===== src/rtl/sbq_pkg.sv =====
package sbq_pkg;
  typedef enum logic [1:0] {
    OP_RECORD  = 2'b00,
    OP_DISCARD = 2'b01,
    OP_INVAL   = 2'b10,
    OP_NONE    = 2'b11
  } sbqOp_e;

  // strobes from control to datapath
  typedef struct packed {
    logic append;  // push command pair at tail
    logic clear;   // drop all entries and overflow
    logic ovfSet;  // record attempted while full
    logic grab;    // latch matching index into pointer
    logic shift;   // move entry ptr+1 into ptr, advance ptr
    logic pop;     // shrink count by one
  } sbqStrobe_t;
endpackage


===== src/rtl/sbq_datapath.sv =====
module sbq_datapath import sbq_pkg::*; #(
  parameter int DEPTH     = 8,
  parameter int AW        = 32,
  parameter int DW        = 32,
  parameter int LINE_BITS = 5
) (
  input  logic          clk,
  input  logic          rstN,
  input  sbqStrobe_t    stb,
  input  logic [AW-1:0] cmdAddr,
  input  logic [DW-1:0] cmdData,
  output logic          hitAny,
  output logic          full,
  output logic          tailHit,
  output logic          lastShift,
  output logic          overflow,
  output logic [AW-1:0] headAddr,
  output logic [DW-1:0] headData
);
  localparam int IDX_W = $clog2(DEPTH);
  localparam int CNT_W = $clog2(DEPTH + 1);

  logic [AW-1:0]    addrQ [DEPTH];
  logic [DW-1:0]    dataQ [DEPTH];
  logic [CNT_W-1:0] count;
  logic [IDX_W-1:0] ptr;
  logic [DEPTH-1:0] lineHit;
  logic [IDX_W-1:0] hitIdx;
  logic [IDX_W-1:0] ptrNext;

  genvar g;
  generate
    for (g = 0; g < DEPTH; g++) begin : gCmp
      assign lineHit[g] = (CNT_W'(g) < count) &&
        (addrQ[g][AW-1:LINE_BITS] == cmdAddr[AW-1:LINE_BITS]);
    end
  endgenerate

  // oldest match wins: scan from the newest position downward
  always_comb begin
    hitIdx = '0;
    for (int i = DEPTH - 1; i >= 0; i--) begin
      if (lineHit[i]) hitIdx = IDX_W'(i);
    end
  end

  assign hitAny    = |lineHit;
  assign full      = (count == CNT_W'(DEPTH));
  assign tailHit   = (CNT_W'(ptr) + CNT_W'(1)) == count;
  assign lastShift = (CNT_W'(ptr) + CNT_W'(2)) == count;
  assign ptrNext   = ptr + IDX_W'(1);
  assign headAddr  = addrQ[ptr];
  assign headData  = dataQ[ptr];

  always_ff @(posedge clk or negedge rstN) begin
    if (!rstN) begin
      count    <= '0;
      ptr      <= '0;
      overflow <= 1'b0;
    end else begin
      if (stb.clear) begin
        count    <= '0;
        overflow <= 1'b0;
      end else if (stb.append) begin
        count <= count + CNT_W'(1);
      end else if (stb.pop) begin
        count <= count - CNT_W'(1);
      end
      if (stb.ovfSet) overflow <= 1'b1;
      if (stb.grab) ptr <= hitIdx;
      else if (stb.shift) ptr <= ptrNext;
    end
  end

  always_ff @(posedge clk) begin
    if (stb.append) begin
      addrQ[IDX_W'(count)] <= cmdAddr;
      dataQ[IDX_W'(count)] <= cmdData;
    end else if (stb.shift) begin
      addrQ[ptr] <= addrQ[ptrNext];
      dataQ[ptr] <= dataQ[ptrNext];
    end
  end


  depth_bound_chk: assert property (@(posedge clk) disable iff (!rstN)
    count <= CNT_W'(DEPTH));

  discard_empty_chk: assert property (@(posedge clk) disable iff (!rstN)
    stb.clear |=> (count == '0 && !overflow));

  append_grow_chk: assert property (@(posedge clk) disable iff (!rstN)
    stb.append |=> (count == $past(count) + CNT_W'(1)));

  ovf_cause_chk: assert property (@(posedge clk) disable iff (!rstN)
    $rose(overflow) |-> $past(full));
endmodule


===== src/rtl/sbq_control.sv =====
module sbq_control import sbq_pkg::*; #(
  parameter int AW = 32,
  parameter int DW = 32
) (
  input  logic          clk,
  input  logic          rstN,
  input  logic          cmdValid,
  input  logic [1:0]    cmdOp,
  input  logic          cmdCacheable,
  input  logic          hitAny,
  input  logic          full,
  input  logic          tailHit,
  input  logic          lastShift,
  input  logic          memWrReady,
  input  logic [AW-1:0] memWrAddr,
  input  logic [DW-1:0] memWrData,
  output logic          memWrValid,
  output logic          busy,
  output sbqStrobe_t    stb
);
  typedef enum logic [1:0] {S_IDLE, S_WRITE, S_COMPACT} state_e;
  state_e state, stateNext;
  logic   take;

  assign take       = cmdValid && (state == S_IDLE);
  assign busy       = (state != S_IDLE);
  assign memWrValid = (state == S_WRITE);

  always_comb begin
    stb       = '0;
    stateNext = state;
    unique case (state)
      S_IDLE: begin
        if (take) begin
          unique case (sbqOp_e'(cmdOp))
            OP_RECORD: begin
              stb.append = cmdCacheable && !full;
              stb.ovfSet = cmdCacheable && full;
            end
            OP_DISCARD: stb.clear = 1'b1;
            OP_INVAL: if (hitAny) begin
              stb.grab  = 1'b1;
              stateNext = S_WRITE;
            end
            default: ;
          endcase
        end
      end
      S_WRITE: begin
        if (memWrReady) begin
          if (tailHit) begin
            stb.pop   = 1'b1;
            stateNext = S_IDLE;
          end else begin
            stateNext = S_COMPACT;
          end
        end
      end
      S_COMPACT: begin
        stb.shift = 1'b1;
        if (lastShift) begin
          stb.pop   = 1'b1;
          stateNext = S_IDLE;
        end
      end
      default: stateNext = S_IDLE;
    endcase
  end

  always_ff @(posedge clk or negedge rstN) begin
    if (!rstN) state <= S_IDLE;
    else       state <= stateNext;
  end


  wr_hold_chk: assert property (@(posedge clk) disable iff (!rstN)
    (memWrValid && !memWrReady) |=>
      (memWrValid && $stable(memWrAddr) && $stable(memWrData)));

  miss_quiet_chk: assert property (@(posedge clk) disable iff (!rstN)
    (take && cmdOp == OP_INVAL && !hitAny) |=> !busy);

  busy_block_chk: assert property (@(posedge clk) disable iff (!rstN)
    busy |-> !(stb.append || stb.clear || stb.grab));
endmodule


===== src/rtl/store_backup_queue.sv =====
module store_backup_queue import sbq_pkg::*; #(
  parameter int DEPTH     = 8,
  parameter int AW        = 32,
  parameter int DW        = 32,
  parameter int LINE_BITS = 5
) (
  input  logic          clk,
  input  logic          rstN,
  input  logic          cmdValid,
  input  logic [1:0]    cmdOp,
  input  logic [AW-1:0] cmdAddr,
  input  logic [DW-1:0] cmdData,
  input  logic          cmdCacheable,
  output logic          busy,
  output logic          overflow,
  output logic          memWrValid,
  input  logic          memWrReady,
  output logic [AW-1:0] memWrAddr,
  output logic [DW-1:0] memWrData
);
  sbqStrobe_t stb;
  logic hitAny, full, tailHit, lastShift;

  sbq_datapath #(.DEPTH(DEPTH), .AW(AW), .DW(DW), .LINE_BITS(LINE_BITS)) u_dp (
    .clk(clk), .rstN(rstN), .stb(stb), .cmdAddr(cmdAddr), .cmdData(cmdData),
    .hitAny(hitAny), .full(full), .tailHit(tailHit), .lastShift(lastShift),
    .overflow(overflow), .headAddr(memWrAddr), .headData(memWrData)
  );

  sbq_control #(.AW(AW), .DW(DW)) u_ctl (
    .clk(clk), .rstN(rstN), .cmdValid(cmdValid), .cmdOp(cmdOp),
    .cmdCacheable(cmdCacheable), .hitAny(hitAny), .full(full),
    .tailHit(tailHit), .lastShift(lastShift), .memWrReady(memWrReady),
    .memWrAddr(memWrAddr), .memWrData(memWrData),
    .memWrValid(memWrValid), .busy(busy), .stb(stb)
  );
endmodule


===== config.mk =====
export PLATFORM = sky130hd
export DESIGN_NAME = store_backup_queue
export DESIGN_NICKNAME = d
export VERILOG_FILES = /design/src/rtl/sbq_pkg.sv /design/src/rtl/sbq_datapath.sv /design/src/rtl/sbq_control.sv /design/src/rtl/store_backup_queue.sv
export SDC_FILE = /design/constraint.sdc
export NUM_CORES = 1
export LEC_CHECK = 0
export BUFFER_PORTS_ARGS = -buffer_cell sky130_fd_sc_hd__buf_2
export CORE_UTILIZATION = 55
export CTS_CLUSTER_DIAMETER = 80
export DETAILED_ROUTE_END_ITERATION = 10
export PLACE_DENSITY = 0.76
export SYNTH_ARGS = -nofsm -noshare
export SYNTH_HDL_FRONTEND = slang
export SYNTH_SLANG_ARGS = --single-unit

===== constraint.sdc =====
create_clock -name clk -period 4.6 [get_ports clk]
set_input_delay 0.69 -clock clk [delete_from_list [all_inputs] [get_ports clk]]
set_output_delay 0.69 -clock clk [all_outputs]
set_load 0.01 [all_outputs]

-- Word-level counts from Yosys, hierarchy flattened
Memories as Yosys holds them, arrays and structs flattened.
Cells that the tools add are included.
- $add $sub $neg: 5
- order comparisons: 8
- equal/unequal tests: 20
- multiplexer cells: 45
- reductions and logical operators: 22
- operators with widths (operator ; count):
    $eq 27x27->1 ; 8
    $mux 32 ; 2
    $reduce_or 32->1 ; 2
    $mux 3 ; 12
    $mux 4 ; 5
    $mux 1 ; 18
    $lt 3x4->1 const A ; 4
    $mux 2 ; 6
    $logic_and 1x1->1 ; 11
    $eq 4x4->1 ; 2
    $lt 1x4->1 const A ; 2
    $lt 2x4->1 const A ; 2
    $reduce_or 8->1 ; 1
    $ne 2x2->1 const B ; 3
    $pmux 2 s3 ; 1
    $reduce_bool 2->1 ; 3
    $reduce_and 5->1 ; 1
    $add 3x1->4 const B ; 1
    $add 3x2->4 const B ; 1
    $add 4x1->4 const B ; 1
    $eq 2x1->1 const B ; 2
    $eq 2x2->1 const B ; 2
    $eq 4x4->1 const B ; 1
    $logic_not 2->1 ; 2
    6 further kinds ; 7
- flip-flop bits (word level): 10
- memory bits (writable): 512
- bits of input ports: 71
- output and inout port bits: 67
- word-level logic and storage cells: 106
- memories kept: 2
- memories (name ; words ; width ; read ports ; clocked after memory_dff ; wr ports ; line ; source):
    u_dp.addrQ ; 8 ; 32 ; 10 ; 0 ; 1 ; sbq_datapath.sv:23 ; logic [AW-1:0] addrQ [DEPTH];
    u_dp.dataQ ; 8 ; 32 ; 2 ; 0 ; 1 ; sbq_datapath.sv:24 ; logic [DW-1:0] dataQ [DEPTH];

-- Longest topological paths before layout
Gate-level depths: netlist of the first run.
- depth in word-level cells: 11
- depth in mapped cells: 10
- gate-level depth less buffers: 10

-- Hierarchy
From an unflattened synthesis of the first run, not the netlist that was laid out.
- cell total of the unflattened synthesis: 1641
- area total of the unflattened synthesis: 27457.6 um^2
- by module, submodules not included (module ; instances ; cells each ; area an instance (um^2) ; sequential area each (um^2)):
    sbq_datapath ; 1 ; 1613 ; 27203.6 ; 15574.9
    sbq_control ; 1 ; 28 ; 254.0 ; 50.0

-- Worst setup path before layout of the first run
No wires, ideal clock.
- path type: reg-to-reg
- start: reg u_dp.count[1]
- end: mem u_dp.addrQ[3][0], enable pin
- library setup time: 0.487 ns
- data arrival time: 4.385 ns
- data required time: 4.113 ns
- setup slack: -0.272 ns
- cell stages (with the launch flop): 10
- buffers on the path: 1
- period minus slack after synthesis: 4.872 ns
- cells stage by stage: dfrtp_1 clkbuf_1 inv_1 ha_1 nor3b_1 nor3_1 nand2_1 nor2_1 a21oi_1 nor2_1
- longest elaborated chain between the ends: 10
- elaborated cells between the ends (all ways): 13
- classes of those cells: eq/ne: 1; mux: 9; reduce/logical: 3
- ends and longest elaborated chain (what ; line ; source):
    start, declared ; sbq_datapath.sv:25 ; logic [CNT_W-1:0] count;
    start signal, assigned ; sbq_datapath.sv:65 ; count <= count + CNT_W'(1);
    start signal, assigned ; sbq_datapath.sv:67 ; count <= count - CNT_W'(1);
    $eq 4x4->1 ; sbq_datapath.sv:48 ; assign full = (count == CNT_W'(DEPTH));
    $logic_not 1->1 ; sbq_control.sv:37 ; stb.append = cmdCacheable && !full;
    $logic_and 1x1->1 ; sbq_control.sv:37 ;
    $mux 1 ; sbq_control.sv:35 ; unique case (sbqOp_e'(cmdOp))
    $mux 4 ; sbq_control.sv:34 ; if (take) begin
    $mux 4 ; sbq_control.sv:32 ; unique case (state)
    $mux 1 ; sbq_datapath.sv:76 ; if (stb.append) begin
    $mux 1 (implied by the code) ; sbq_datapath.sv:80 ; addrQ[ptr] <= addrQ[ptrNext];
    $reduce_or 32->1 (no source line) ; n/a ;
    $mux 3 (no source line) / $mux 1 (equally long branches) ; n/a ;
    end, declared ; sbq_datapath.sv:23 ;
Several ways; a longest one is shown, not always the timed one.

-- Worst setup path in the final report of the first run
- start: reg u_dp.ptr[1]
- end: out memWrAddr[31]
- longest elaborated chain between the ends: 1
- ends and longest elaborated chain (what ; line ; source):
    start, declared ; sbq_datapath.sv:26 ; logic [IDX_W-1:0] ptr;
    start signal, assigned ; sbq_datapath.sv:70 ; if (stb.grab) ptr <= hitIdx;
    start signal, assigned ; sbq_datapath.sv:71 ; else if (stb.shift) ptr <= ptrNext;
    $mem_v2 8x32 ; n/a ;
    end, declared ; store_backup_queue.sv:18 ; output logic [AW-1:0] memWrAddr,
Every way passes these cells.

==> reports/qor.yml, run 1 <==
clock_tree:
  cts_buffers: 53
  worstSkewPairLatency_ns: 0.62
  cts_max_level: 2
  clock-sinks: 522
  cts_resized: 0
  cts_tree: "built"
  clk_pin_slew_ns: 0.06
  root_buffer: "clkbuf_16"
  clockBufferDepth: 3
layout:
  fillCellCount: 3552
  layoutNonFillerInstCount: 2551
  nNetsFinal: 1924
  antenna_cells: 0
  area_delta_synth_final_pct: 11.5
  drive_above_1_share_pct: 28.3
die:
  dieArea_um2: 50800
  initial_core_util_pct: 55.9
  die_w_um: 225
  io_pins: 138
  die_y_um: 225
  core_area_um2: 49100
  row_count: 81
place:
  dp_cells: 2451
  place_ws_ns: 1.31
  hpwl_um: 47700
  globalplace.congestion: 1.05
  port_buffers: 137
drt:
  first_pass_iters: 5
  ant_nets: 0
  dr_wl_met2_um: 36100
  highest_layer: "met4"
  wl_met1_um: 28600
  wl_um: 74400
  wl_met3_um: 7030
  vias: 17000
  drc: 0
  wl_per_cell_um: 29.2
  viasPerCell: 6.65
  first_iter_violations: 2164
synth:
  synth_top_area_share_pct: 56.1
  yosysSeqAreaShare_pct: 57.0
  synth.distinct_cells: 64
  synth_top_area_cell: "edfxtp_1"
  ys_seq_elements: 522
  ys.flop_type: "edfxtp_1"
  ys.warnings.count: 0
  synthArstFlopShare_pct: 1.92
  synthesis.area_um2: 27400
  syn_inst: 1744
  synth_edf_count: 512
  yosys-top-cells-area: "edfxtp_1, mux4_2, xor2_1, xnor2_1, nand2_1"
  avgSynthCellArea_um2: 15.7
  synth_fp_nets: 1825
pwr:
  comb_power_share_pct: 4.6
  swShare_pct: 21.8
  seq_power_share_pct: 53.2
  p_sw_w: 0.00216
  leakage_nw: 10.8
  vdd_drop_max_mv: 0.292
  clkPwrFrac_pct: 42.3
  p_per_area_nw_per_um2: 325
  p_int_w: 0.00778
timing:
  worst_pin_slew_ns: 1.05
  hold_viol_final: 0
  skew_ns: 0.0211
  min_period_over_period_pct: 81.9
  slew_headroom_pct: 29.8
  setup_viol: 0
  setup_slack_ns: 0.831
  drv_slew: 0
  fmax_ghz: 0.265
  rsz0062_at_grt: "no"
  finalSetupTns_ns: 0
  period_minus_slack_ns: 3.77
grt:
  grt_max_degree: 135
  grt.total_usage_pct: 30.1
  grt_pass1_vias: 16900
  antenna_found_initial: 0
  grt_pass1_wl_um: 111000
  gr-total-overflow: 0
setup_path:
  crit_buf_inv: 2
  worstReg2RegEnd: "u_dp.addrQ[3][30]$_DFFE_PP_"
  crit_chain: "buf_12, mux4_2, nand2_1, nand2_1, buf_2"
  startpoint: "u_dp.ptr[1]$_DFFE_PN0P_"
  worst_path_max_delay_cell: "dfrtp_4"
  arrival_ns: 3.08
  critPathCaptureType: "output pin"
  cp_top_family: "flip-flops"
  cpPeakStageDelay_ns: 0.82
  critPathLaunchType: "register"
  cp.depth: 5
  worstSetupPathType: "register to output pin"
  reg2regPathDepth: 9
  worstReg2RegStart: "u_dp.count[1]$_DFFE_PN0P_"
  critPathCapture: "memWrAddr[31]"
  r2r_slack_ns: 1.15
  cpMostUsedCell: "nand2_1"
  cp_max_fo: 103
  cp.required_ns: 3.91
flow_run:
  maxCapViolCount: 0
min_path:
  hold_path.class: "primary input to register"
outcome:
  outcome: "finished, final reports clean"
[per-layer routing]
layer  track usage (%)  vias up
li1                  -     7053
met1              41.9     8776
met2              48.1      976
met3              5.55      161
met4              10.6        0
met5                 0        -
[placed cells by master, fill, tap and decap left out, types with 4 or more instances in the layout]
| master | netlist | layout |
|---|---|---|
| ha_1 | 10 | 8 |
| or4_1 | 7 | 7 |
| nand2_1 | 211 | 211 |
| buf_12 | 0 | 10 |
| edfxtp_1 | 512 | 512 |
| clkinv_1 | 0 | 7 |
| a21oi_1 | 72 | 72 |
| o21ai_0 | 5 | 5 |
| nand3_1 | 5 | 5 |
| inv_1 | 11 | 10 |
| clkbuf_16 | 0 | 53 |
| xor2_1 | 133 | 132 |
| mux4_2 | 256 | 256 |
| nor2_1 | 91 | 83 |
| xnor2_1 | 92 | 92 |
| nor4b_1 | 4 | 4 |
| buf_2 | 25 | 137 |
| nor3_1 | 8 | 8 |
| clkbuf_8 | 0 | 4 |
| a31oi_1 | 5 | 5 |
| clkbuf_1 | 60 | 24 |
| nor4_2 | 5 | 5 |
| nor4_1 | 30 | 30 |
| clkinv_2 | 0 | 5 |
| nand4_1 | 29 | 29 |
| buf_4 | 0 | 23 |
| dfrtp_1 | 10 | 7 |
| nor2_4 | 0 | 8 |
| nand4b_1 | 5 | 5 |
| nor3b_1 | 4 | 4 |
| mux2i_1 | 64 | 64 |
[worst min-delay path, cell delays in order]
cell and delay, ns:
buf_2 0.11, a31oi_1 0.08, nor2_1 0.08
[what timing repair did]
action / CTS / global route
hold buffers: 1 / 0
setup buffers: 0 / 0
endpoints found under the hold margin: 10 / 0
[synth_stat cells (7+ instances only)]
master / count
xor2_1: 133
edfxtp_1: 512
buf_2: 25
mux4_2: 256
nor3_1: 8
inv_1: 11
nand4_1: 29
mux2i_1: 64
xnor2_1: 92
dfrtp_1: 10
nor2_1: 91
nor4_1: 30
nand2_1: 211
a21oi_1: 72
buf_1: 38
or4_1: 7
clkbuf_1: 60
ha_1: 10
[worst min-delay path by stage]
stage | from | endpoint | cells after the start
after global placement | u_ctl.state[0]$_DFFE_PN0P_ | u_ctl.state[0]$_DFFE_PN0P_ | 1
after floorplan | rstN | u_ctl.state[0]$_DFFE_PN0P_ | 0
after global routing | cmdCacheable | u_dp.overflow$_DFFE_PN0P_ | 3
after detailed placement | u_dp.overflow$_DFFE_PN0P_ | u_dp.overflow$_DFFE_PN0P_ | 2
final | cmdCacheable | u_dp.overflow$_DFFE_PN0P_ | 3
after CTS | cmdCacheable | u_dp.overflow$_DFFE_PN0P_ | 3
[state kept, by name, indices dropped and copies added, names as in the netlist]
signal         cells
u_dp.dataQ       256
u_dp.count         4
u_ctl.state        2
u_dp.ptr           3
u_dp.addrQ       256
u_dp.overflow      1
[kinds of logic (layout without fill, tap and decap cells)]
family,count (synthesis),count (layout),share of synthesized area [%]
compound gates,102,102,2.23
xor+xnor,229,229,7.42
fa+ha+maj,10,10,0.456
buf+inv,138,281,2.11
flops,522,522,57.0
mux,320,320,23.4
simple gates,423,423,7.44
[layout make-up]
cell class,count,area [µm²],share of cell area [%]
tap,664,831,2.72
inverter,11,41.3,0.135
timing repair buffer,171,1070,3.49
multi-input combinational,1084,11300,37.0
clock inverter,18,210,0.687
clock buffer,81,1470,4.81
sequential,522,15600,51.1
[through the flow]
stage / util, % / total power (W) / instance area [µm²] / hold slack (ns)
after floorplan: - / 0.00564 / 27400 / 0.394
after global placement: 58.9 / 0.00581 / 28900 / 0.503
after detailed placement: 58.9 / 0.00582 / 28900 / 0.539
after CTS: 62.3 / 0.00997 / 30600 / 0.350
after global routing: 62.3 / 0.0102 / 30600 / 0.370
final: 62.3 / 0.00994 / 30600 / 0.378
[power by group through the flow]
stage / clock network, W / registers, W / logic [W]
3_3_place_gp: 0 / 0.00538 / 0.000431
2_1_floorplan: 0 / 0.00537 / 0.000269
6_report: 0.00420 / 0.00529 / 0.000453
5_1_grt: 0.00441 / 0.00529 / 0.000479
3_5_place_dp: 0 / 0.00539 / 0.000439
4_1_cts: 0.00424 / 0.00529 / 0.000444
(Power assumes the default switching activity.)
==> inputs of run 2 (changes only) <==
--- a/config.mk
+++ b/config.mk
@@ -5,11 +5,12 @@
 export SDC_FILE = /design/constraint.sdc
 export NUM_CORES = 1
 export LEC_CHECK = 0
+export ABC_AREA = 1
 export BUFFER_PORTS_ARGS = -buffer_cell sky130_fd_sc_hd__buf_2
 export CORE_UTILIZATION = 55
 export CTS_CLUSTER_DIAMETER = 80
 export DETAILED_ROUTE_END_ITERATION = 10
-export PLACE_DENSITY = 0.76
+export PLACE_DENSITY = 0.75
 export SYNTH_ARGS = -nofsm -noshare
 export SYNTH_HDL_FRONTEND = slang
 export SYNTH_SLANG_ARGS = --single-unit
==> constraint.sdc (replaced) <==
create_clock -name clk -period 3.11 [get_ports clk]
set_input_delay 0.4665 -clock clk [delete_from_list [all_inputs] [get_ports clk]]
set_output_delay 0.4665 -clock clk [all_outputs]
set_load 0.01 [all_outputs]
==> reports/qor.yml, run 2 <==
layout:
  mostFrequentLayoutCells: "nand2_1, o21ai_0, edfxtp_1"
  reg_top3: "u_dp.addrQ: 256 flops, u_dp.dataQ: 256 flops, u_dp.count: 4 flops"
  drive_above_1_share_pct: 9.54  # -19 points
  fillCellCount: 4556  # +28%
  nNetsFinal: 3715  # +93%
  final_area_um2: 33800  # +10%
  final_common_cell: "nand2_1"
  area_delta_synth_final_pct: 12.4
timing:
  skew_ns: 0.0170  # -0.00411 ns
  finalSetupTns_ns: 0  # unchanged
  period_minus_slack_ns: 3.05
  drv_slew: 0  # unchanged
  slew_headroom_pct: 30.1  # +0.23 points
  setup_viol: 0  # unchanged
  min_period_over_period_pct: 98.2
  fmax_ghz: 0.327
  hold_viol_final: 0  # unchanged
  worst_pin_slew_ns: 1.04  # -0.0144 ns
  setup_slack_ns: 0.0557  # -0.775 ns
  fin_hold_ws_ns: 0.148  # -0.230 ns
die:
  initial_core_util_pct: 55.7  # -0.23 points
  row_count: 85  # +4.9%
  dieArea_um2: 55500  # +9.4%
  io_pins: 138  # unchanged
  core_area_um2: 53900  # +9.9%
  die_y_um: 236  # +4.6%
  die_w_um: 236  # +4.6%
pwr:
  power_w: 0.0158  # +59%
  leakage_nw: 13.1  # +21%
  p_per_area_nw_per_um2: 468  # +44%
  vdd_drop_max_mv: 0.453  # +55%
min_path:
  worstHoldEndpoint: "u_dp.overflow$_DFFE_PN0P_"
  hp-start: "cmdCacheable"
  min_path_cells: 3  # unchanged
  hold_path.class: "primary input to register"
synth:
  netlist_top_cells_count: "nand2_1, o21ai_0, edfxtp_1, a21oi_1, inv_1"
  synthesis.area_um2: 30000  # +9.5%
  synth_top_area_share_pct: 51.2  # -4.9 points
  ys_seq_elements: 522  # unchanged
  synth_edf_count: 512  # unchanged
  avgSynthCellArea_um2: 8.38  # -47%
  yosysSeqAreaShare_pct: 52.0  # -4.9 points
  synthArstFlopShare_pct: 1.92  # unchanged
  ys.flop_type: "edfxtp_1"
  yosys-top-cells-area: "edfxtp_1, o21ai_0, nand2_1, a21oi_1, inv_1"
  ys.warnings.count: 0  # unchanged
  synth_fp_nets: 3665  # +100%
  syn_inst: 3584  # +110%
  synth_top_area_cell: "edfxtp_1"
  synth.distinct_cells: 34  # -47%
  synth.most_common_cell: "nand2_1"
setup_path:
  critPathCaptureType: "output pin"
  arrival_ns: 2.59  # -0.49 ns
  r2r_slack_ns: 0.34  # -0.81 ns
  worstReg2RegStart: "u_dp.ptr[0]$_DFFE_PN0P_"
  cp_max_fo: 29  # -72%
  worstReg2RegEnd: "u_dp.addrQ[6][15]$_DFFE_PP_"
  reg2regPathDepth: 8  # -1
  cp.required_ns: 2.64  # -1.27 ns
  critPathLaunchType: "register"
  worstSetupPathType: "register to output pin"
drt:
  wl_um: 103000  # +39%
  highest_layer: "met5"
  wl_met3_um: 10500  # +50%
  first_iter_violations: 3618  # +67%
  wl_met1_um: 39900  # +40%
  viasPerCell: 6.20  # -6.8%
  wl_per_cell_um: 23.6  # -19%
  dr_wl_met2_um: 47300  # +31%
  first_pass_iters: 7  # +2
  drc: 0  # unchanged
  ant_nets: 0  # unchanged
  vias: 27100  # +60%
clock_tree:
  cts_tree: "built"
  clockBufferDepth: 3  # unchanged
  clock-sinks: 522  # unchanged
  worstSkewPairLatency_ns: 0.64  # +0.02 ns
  cts_buffers: 54  # +1.9%
  clk_pin_slew_ns: 0.06  # about the same
  root_buffer: "clkbuf_16"
  cts_max_level: 2  # unchanged
grt:
  grt_max_degree: 199  # +47%
  gr-total-overflow: 0  # unchanged
  grt_pass1_wl_um: 153000  # +37%
  grt_pass1_vias: 24400  # +44%
  grt.total_usage_pct: 36.4  # +6.2 points
  antenna_found_initial: 4  # +4
place:
  port_buffers: 137  # unchanged
  hpwl_um: 69000  # +45%
  globalplace.congestion: 1.10  # +4.8%
  place_ws_ns: 0.389  # -0.919 ns
  place_area_um2: 31800  # +10%
flow_run:
  maxCapViolCount: 0  # unchanged
outcome:
  outcome: "finished, final reports clean"
run 2: changes by cell type in the layout (fill, tap and decap cells not counted), moves of 108 or more:
cell     change
nand3_1    +117
a21oi_1    +327
xor2_1     -108
inv_1      +336
nand2_1    +462
nor2_1     +221
mux4_2     -256
o21ai_0    +607
run 2: where the power goes:
group          leakage (nW)  internal (W)  total (W)  switching (W)
Clock                 0.861       0.00374    0.00661        0.00286
Combinational          7.48      0.000368    0.00129       0.000925
Sequential             4.74       0.00783    0.00791      0.0000776
Total                  13.1        0.0119     0.0158        0.00387
run 2: metrics by stage:
stage               utilization (%)  std cells
floorplan                         -       3584
global placement               59.0       4265
detailed placement             59.0       4265
CTS                            62.3       4366
global route                   62.6       4374
finish                         62.6       4376
run 2: critical path, cell delays in order (launching register included):
cell	delay, ns
dfrtp_1	0.55
inv_4	0.42
buf_4	0.40
nor2_1	0.10
a31oi_1	0.26
buf_2	0.19
run 2: logic make-up after synthesis:
logic type / after synthesis / synth area share [%]
flops: 522 / 52.0
xor+xnor: 117 / 3.41
simple gates: 1181 / 15.9
fa+ha+maj: 10 / 0.417
buf+inv: 598 / 7.83
compound gates: 1156 / 20.4
run 2: worst max-delay path by stage:
| stage | start | to | slack, ns | cells after the start |
|---|---|---|---|---|
| 2_1_floorplan | u_ctl.state[0]$_DFFE_PN0P_ | u_dp.addrQ[5][0]$_DFFE_PP_ | -0.56 | 7 |
| 3_3_place_gp | u_ctl.state[0]$_DFFE_PN0P_ | u_dp.addrQ[6][17]$_DFFE_PP_ | 0.41 | 11 |
| 3_5_place_dp | u_ctl.state[0]$_DFFE_PN0P_ | u_dp.addrQ[6][13]$_DFFE_PP_ | 0.39 | 11 |
| 4_1_cts | u_dp.ptr[1]$_DFFE_PN0P_ | memWrAddr[14] | 0.02 | 6 |
| 5_1_grt | u_dp.ptr[1]$_DFFE_PN0P_ | memWrData[26] | -0.001 | 7 |
| 6_report | u_dp.ptr[2]$_DFFE_PN0P_ | memWrData[15] | 0.06 | 5 |
run 2: timing repair:
item	4_1_cts	5_1_grt
buffers inserted	0	5
pin swaps	0	1
setup endpoints to repair	14	15
endpoints found under the hold margin	10	0
resized for setup	5	7
hold buffers	1	0
cloned	0	3
run 2: area by class of cell:
cell class	count	area (µm²)	area share, %
Sequential cell	522	15600	46.3
Multi-Input combinational cell	2464	12200	36.1
Timing Repair Buffer	234	1900	5.63
Clock buffer	64	1410	4.18
Inverter	356	1370	4.07
Tap cell	696	871	2.58
Clock inverter	36	369	1.09
Timing Repair inverter	2	22.5	0.0667
Antenna cell	2	5.00	0.0148
run 2: per-layer routing:
metal | global-route usage, % | vias to the layer above
li1 | - | 12500
met1 | 50.0 | 12700
met2 | 56.7 | 1679
met3 | 4.94 | 283
met4 | 18.4 | 4
met5 | 0 | -
